**src/rtl/baud_gen_pkg.sv**
```systemverilog
package baud_gen_pkg;

   typedef enum logic [1:0] {
      PS_SLOW = 2'd0,
      PS_FAST = 2'd1,
      PS_SYNC = 2'd2
   } presc_sel_e;

   // synchronous operation overrides the speed bit
   function automatic presc_sel_e pick_presc(input logic sync_i, input logic fast_i);
      if (sync_i)
         return PS_SYNC;
      else if (fast_i)
         return PS_FAST;
      else
         return PS_SLOW;
   endfunction

endpackage

```
**src/rtl/baud_mode_decode.sv**
```systemverilog
module baud_mode_decode
   import baud_gen_pkg::*;
#(
   parameter int PRE_W    = 6,
   parameter int PRE_SLOW = 64,
   parameter int PRE_FAST = 16,
   parameter int PRE_SYNC = 4
) (
   input  logic             sync_i,
   input  logic             fast_i,
   output presc_sel_e       sel_o,
   output logic [PRE_W-1:0] term_o
);

   localparam logic [PRE_W-1:0] TERM_SLOW = PRE_W'(PRE_SLOW - 1);
   localparam logic [PRE_W-1:0] TERM_FAST = PRE_W'(PRE_FAST - 1);
   localparam logic [PRE_W-1:0] TERM_SYNC = PRE_W'(PRE_SYNC - 1);

   always_comb begin
      sel_o = pick_presc(sync_i, fast_i);
      case (sel_o)
         PS_SYNC: term_o = TERM_SYNC;
         PS_FAST: term_o = TERM_FAST;
         default: term_o = TERM_SLOW;
      endcase
   end

endmodule

```
**src/rtl/baud_prescaler.sv**
```systemverilog
module baud_prescaler #(
   parameter int PRE_W = 6
) (
   input  logic             clk,
   input  logic             rst_n,
   input  logic             clr_i,
   input  logic [PRE_W-1:0] term_i,
   output logic             wrap_o,
   output logic [PRE_W-1:0] cnt_o
);

   logic [PRE_W-1:0] cnt_q;

   // compare with >= so a shorter limit selected mid-count still wraps
   assign wrap_o = (cnt_q >= term_i);
   assign cnt_o  = cnt_q;

   always_ff @(posedge clk) begin
      if (!rst_n)
         cnt_q <= '0;
      else if (clr_i)
         cnt_q <= '0;
      else if (wrap_o)
         cnt_q <= '0;
      else
         cnt_q <= cnt_q + 1'b1;
   end

endmodule

```
**src/rtl/baud_divider.sv**
```systemverilog
module baud_divider #(
   parameter int DIV_W    = 8,
   parameter bit TICK_REG = 1'b1
) (
   input  logic             clk,
   input  logic             rst_n,
   input  logic             wr_i,
   input  logic [DIV_W-1:0] wdata_i,
   input  logic             wrap_i,
   output logic             tick_o,
   output logic [DIV_W-1:0] cnt_o,
   output logic [DIV_W-1:0] div_o
);

   logic [DIV_W-1:0] div_q;
   logic [DIV_W-1:0] cnt_q;
   logic             at_zero;
   logic             fire;

   assign at_zero = (cnt_q == '0);
   assign fire    = wrap_i && at_zero && !wr_i;
   assign cnt_o   = cnt_q;
   assign div_o   = div_q;

   always_ff @(posedge clk) begin
      if (!rst_n) begin
         div_q <= '0;
         cnt_q <= '0;
      end else if (wr_i) begin
         div_q <= wdata_i;
         cnt_q <= wdata_i;
      end else if (wrap_i) begin
         cnt_q <= at_zero ? div_q : cnt_q - 1'b1;
      end
   end

   generate
      if (TICK_REG) begin : g_tick_ff
         logic tick_q;
         always_ff @(posedge clk) begin
            if (!rst_n)
               tick_q <= 1'b0;
            else
               tick_q <= fire;
         end
         assign tick_o = tick_q;
      end else begin : g_tick_comb
         assign tick_o = fire;
      end
   endgenerate

endmodule

```
**src/rtl/baud_tick_gen.sv**
```systemverilog
module baud_tick_gen
   import baud_gen_pkg::*;
#(
   parameter int DIV_W    = 8,
   parameter int PRE_SLOW = 64,
   parameter int PRE_FAST = 16,
   parameter int PRE_SYNC = 4,
   parameter bit TICK_REG = 1'b1
) (
   input  logic             clk,
   input  logic             rst_n,
   input  logic [DIV_W-1:0] div_wdata,
   input  logic             div_we,
   input  logic             sync_mode,
   input  logic             high_speed,
   output logic             baud_tick
);

   localparam int PRE_W = (PRE_SLOW > 1) ? $clog2(PRE_SLOW) : 1;

   generate
      if (DIV_W < 1 || DIV_W > 16) begin : g_bad_div
         $error("baud_tick_gen: DIV_W must be 1..16");
      end
      if (PRE_SYNC < 2 || PRE_FAST < PRE_SYNC || PRE_SLOW < PRE_FAST) begin : g_bad_order
         $error("baud_tick_gen: prescales must satisfy 2 <= SYNC <= FAST <= SLOW");
      end
      if (PRE_SLOW > (1 << PRE_W)) begin : g_bad_width
         $error("baud_tick_gen: prescale counter too narrow");
      end
   endgenerate

   presc_sel_e       pre_sel;
   logic [PRE_W-1:0] pre_term;
   logic [PRE_W-1:0] pre_cnt;
   logic             pre_wrap;
   logic [DIV_W-1:0] dn_cnt;
   logic [DIV_W-1:0] div_val;

   baud_mode_decode #(
      .PRE_W   (PRE_W),
      .PRE_SLOW(PRE_SLOW),
      .PRE_FAST(PRE_FAST),
      .PRE_SYNC(PRE_SYNC)
   ) u_decode (
      .sync_i(sync_mode),
      .fast_i(high_speed),
      .sel_o (pre_sel),
      .term_o(pre_term)
   );

   baud_prescaler #(
      .PRE_W(PRE_W)
   ) u_presc (
      .clk   (clk),
      .rst_n (rst_n),
      .clr_i (div_we),
      .term_i(pre_term),
      .wrap_o(pre_wrap),
      .cnt_o (pre_cnt)
   );

   baud_divider #(
      .DIV_W   (DIV_W),
      .TICK_REG(TICK_REG)
   ) u_div (
      .clk    (clk),
      .rst_n  (rst_n),
      .wr_i   (div_we),
      .wdata_i(div_wdata),
      .wrap_i (pre_wrap),
      .tick_o (baud_tick),
      .cnt_o  (dn_cnt),
      .div_o  (div_val)
   );

endmodule

```
**config.mk**
```make
export PLATFORM = sky130hd
export DESIGN_NAME = baud_tick_gen
export DESIGN_NICKNAME = d
export VERILOG_FILES = /design/src/rtl/baud_gen_pkg.sv /design/src/rtl/baud_mode_decode.sv /design/src/rtl/baud_prescaler.sv /design/src/rtl/baud_divider.sv /design/src/rtl/baud_tick_gen.sv
export SDC_FILE = /design/constraint.sdc
export NUM_CORES = 1
export LEC_CHECK = 0
export BUFFER_PORTS_ARGS = -buffer_cell sky130_fd_sc_hd__buf_4
export CAP_MARGIN = 10
export CORE_MARGIN = 1.5
export CORE_UTILIZATION = 45
export DETAILED_ROUTE_END_ITERATION = 10
export HOLD_SLACK_MARGIN = 0.1
export PLACE_DENSITY_LB_ADDON = 0.12
export SLEW_MARGIN = 15
export SYNTH_ARGS = -nofsm -noshare
export SYNTH_HDL_FRONTEND = slang
export SYNTH_SLANG_ARGS = --single-unit
```
**constraint.sdc**
```tcl
create_clock -name clk -period 1.8 [get_ports clk]
set_input_delay 0.09 -clock clk [delete_from_list [all_inputs] [get_ports clk]]
set_output_delay 0.09 -clock clk [all_outputs]
set_load 0.01 [all_outputs]
```
==> impl_metrics.csv <==
group,metric,value,unit
run_status,status,"finished, final reports clean",
drt,drt-pass1-iter-count,4,
hold_path,holdCritStartpoint,"high_speed",
drt,vias,1126,
critical_path,max_stage_delay,0.44,ns
critical_path,crit_buf_inv,1,
power,p_sw,0.299,mW
layout,fin_util,63.9,%
synth,ys_seq_area_share,38.6,%
clocking,postCtsSetupBuffers,0,
layout,drive_gt1_share,28.8,%
clocking,cts_buffer_depth,2,
power,p_clk_share,22.6,%
clocking,clk_latency,0.31,ns
hold_path,whs_endpoint,"u_div.cnt_o[3]$_SDFFE_PN0P_",
synth,yosysWarnings,0,
hold_path,hold-path-cell-count,5,
layout,seqCellArea,464,um2
clocking,root_buffer,"clkbuf_4",
critical_path,reg2reg_slack,0.05,ns
layout,num_antenna_cells,0,
synth,ys_ff_latch,23,
sta,finalClockSkew,0.00535,ns
critical_path,rr_endpoint,"u_div.cnt_o[4]$_SDFFE_PN0P_",
layout,fillers,222,
global_routing,grt_pass1_wl,4.54,mm
critical_path,crit_fanout,3,
critical_path,startpoint_type,"flip-flop",
global_routing,grt_overflow,0,
drt,ant_nets,0,
synth,yosysUniqueCellTypes,37,
synth,synthCells,142,
power,power_frac_comb,24.8,%
power,ir_drop,0.501,mV
clocking,cts_made_buffers,3,
critical_path,worstPathArrival,2.00,ns
layout,multiInputGateArea,739,um2
die,die_h,54.5,um
power,p_sw_share,28.2,%
layout,fin_nets,198,
sta,final.period_utilization,97.5,%
power,pwr-share-seq,52.6,%
drt,viasPerCell,5.44,
global_routing,grt_max_degree,16,
die,initial_core_util,47.7,%
synth,syn_area_per_cell,8.41,um2
clocking,clkTransAtPathRegs,0.12,ns
die,rows,18,
sta,fin_ws,0.0456,ns
die,die_x,54.5,um
sta,min_period,1.75,ns
synth,synth_edf_count,0,
job,drv_cap,0,
power,pwr_density_cell,664,nW/um2
synth,ys.flop_type,"dfxtp_1",
sta,fmax,570,MHz
global_routing,grt_pass1_vias,1020,
critical_path,critical_path.cell_chain,"ha_4, a21oi_2, o22ai_2, buf_4, o211a_1, mux2_2, a21oi_1",
layout,area_delta_synth_final,33.8,%
layout,final_area,1600,um2
critical_path,cp.required,2.05,ns
synth,synth_area,1190,um2
drt,drtIter0Drc,18,
placed_design,dp_slack,-0.160,ns
critical_path,r2r-start,"u_presc.cnt_o[4]$_SDFF_PP0_",
placed_design,gp_congestion,0.810,
die,io_pins,14,
power,internal_power,0.762,mW
critical_path,cp-end-kind,"flip-flop",
critical_path,critical_path_class,"flip-flop to flip-flop",
placed_design,post-dp-hpwl,1.99,mm
clocking,cts_tree,"done",
synth,synth_async_sr_flop_share,0,%
sta,rsz0062_at_grt,"yes",
die,coreArea,2500,um2
global_routing,antenna_found_initial,0,
sta,worst_pin_slew,0.397,ns
placed_design,io_buffer_count,13,
global_routing,grt_usage,21.6,%
synth,synth_nets,162,
hold_path,hold_path.class,"primary input to flip-flop",
critical_path,reg2regPathDepth,7,
sta,hold_ws,0.416,ns
sta,final_hold_viol_count,0,
sta,max-slew-margin-rel,72.9,%
drt,drc_errors,0,
sta,setup_viol,0,
drt,routedWlPerCell,13.9,um
die,die_area,2970,um2
placed_design,dpl_cell_area,1400,um2
critical_path,critPathTopFamily,"compound AO/OA/AOI/OAI gates",
power,p_leak,0.698,nW
clocking,clkSinkCount,23,
critical_path,crit_slowest_cell,"dfxtp_1",
clocking,cts.htree.levels,1,
sta,slew_viol_final,0,
drt,wirelength,2.88,mm
worst max path at each step:
stage	from	to	slack, ns	depth (start not counted)
final	u_presc.cnt_o[4]$_SDFF_PP0_	u_div.cnt_o[4]$_SDFFE_PN0P_	0.05	7
after global routing	u_div.cnt_o[1]$_SDFFE_PN0P_	u_div.cnt_o[5]$_SDFFE_PN0P_	-0.02	8
after CTS	u_presc.cnt_o[4]$_SDFF_PP0_	u_div.cnt_o[7]$_SDFFE_PN0P_	0.009	7
after detailed placement	high_speed	u_div.cnt_o[5]$_SDFFE_PN0P_	-0.16	8
after global placement	high_speed	u_div.cnt_o[5]$_SDFFE_PN0P_	-0.05	8
after floorplan	high_speed	u_div.cnt_o[5]$_SDFFE_PN0P_	0.02	8
worst reg2reg max path, cell delays in order (launching register included):
cell	delay, ns
dfxtp_1	0.44
ha_4	0.24
a21oi_2	0.17
o22ai_2	0.12
buf_4	0.16
o211a_1	0.19
mux2_2	0.25
a21oi_1	0.13
power by group through the flow:
stage	Sequential (mW)	Combinational [mW]	Clock, mW
finish	0.558	0.263	0.240
global route	0.561	0.290	0.266
CTS	0.555	0.246	0.250
detailed placement	0.566	0.222	0
global placement	0.564	0.216	0
floorplan	0.564	0.140	0
repair_timing:
action,4_1_cts,5_1_grt
pin swaps,0,3
endpoints found under the setup margin,6,13
endpoints found under the hold margin,17,0
hold buffers,10,0
gates resized for setup,4,15
per-stage QoR:
| step | power (mW) | instances | setup TNS [ns] |
|---|---|---|---|
| finish | 1.06 | 207 | 0 |
| global route | 1.12 | 207 | -0.0496 |
| CTS | 1.05 | 207 | 0 |
| detailed placement | 0.788 | 193 | -0.996 |
| global placement | 0.780 | 193 | -0.235 |
| floorplan | 0.704 | 142 | 0 |
flip-flops by register name (all words and copies together), names as in the netlist:
signal / flops
u_presc.cnt_o: 6
u_div.tick_o: 1
u_div.cnt_o: 8
u_div.div_o: 8
layer usage:
metal  track usage, %  routed length [um]
met1             27.4                1350
met2             37.6                1420
met3             3.28                  93
met4             6.25                  15
met5                0                   0
synthesized netlist by cell type, types with 2 or more instances:
library cell   n  area, um2
and3_1         2       12.5
a31oi_1        8       50.1
o21ai_0        9       45.0
a21oi_1        8       40.0
o21bai_1       2       15.0
or3_1          2       12.5
o211a_1        2       20.0
nor3_1         5       25.0
xnor2_1        2       17.5
nand3_1        3       15.0
dfxtp_1       23        460
inv_1          6       22.5
o211ai_1       3       22.5
mux2i_1        4       40.0
mux2_2         2       22.5
xor2_1         4       35.0
ha_1           7       87.6
clkbuf_1       2       7.51
nor2_1        18       67.6
nand2_1       13       48.8
cell usage in the layout, fill, tap and decap left out, drive strengths merged:
cell type / n
inv: 6
nor3: 5
and3: 2
o21ai: 10
or3: 2
nor4b: 1
clkbuf: 4
mux2: 3
nand2: 13
or4b: 1
a21oi: 8
nor2: 18
a211oi: 1
xnor2: 2
o221ai: 1
xor2: 4
dlygate4sd3: 10
a31oi: 8
mux2i: 4
buf: 27
o22ai: 1
dfxtp: 23
nand3: 3
nand2b: 1
or2: 2
o211ai: 3
o21bai: 2
a2111oi: 1
clkinv: 1
nor4: 1
ha: 7
o211a: 2
logic make-up (layout without fill, tap and decap cells):
family,Yosys count,count (layout),share of synthesized area (%)
compound gates,37,37,19.2
xor+xnor,6,6,4.40
fa+ha+maj,7,7,7.34
buf+inv,13,48,5.14
flops,23,23,38.6
mux,7,7,6.18
simple gates,49,49,19.2
area by class of cell:
cell class                      instances  share of cell area [%]
Sequential cell                        23                    29.1
Inverter                                7                    1.65
Timing Repair Buffer                   37                    19.0
Multi-Input combinational cell        106                    46.3
Clock buffer                            4                    1.65
Tap cell                               30                    2.35
Note: power is estimated with default switching activity, not from simulation.
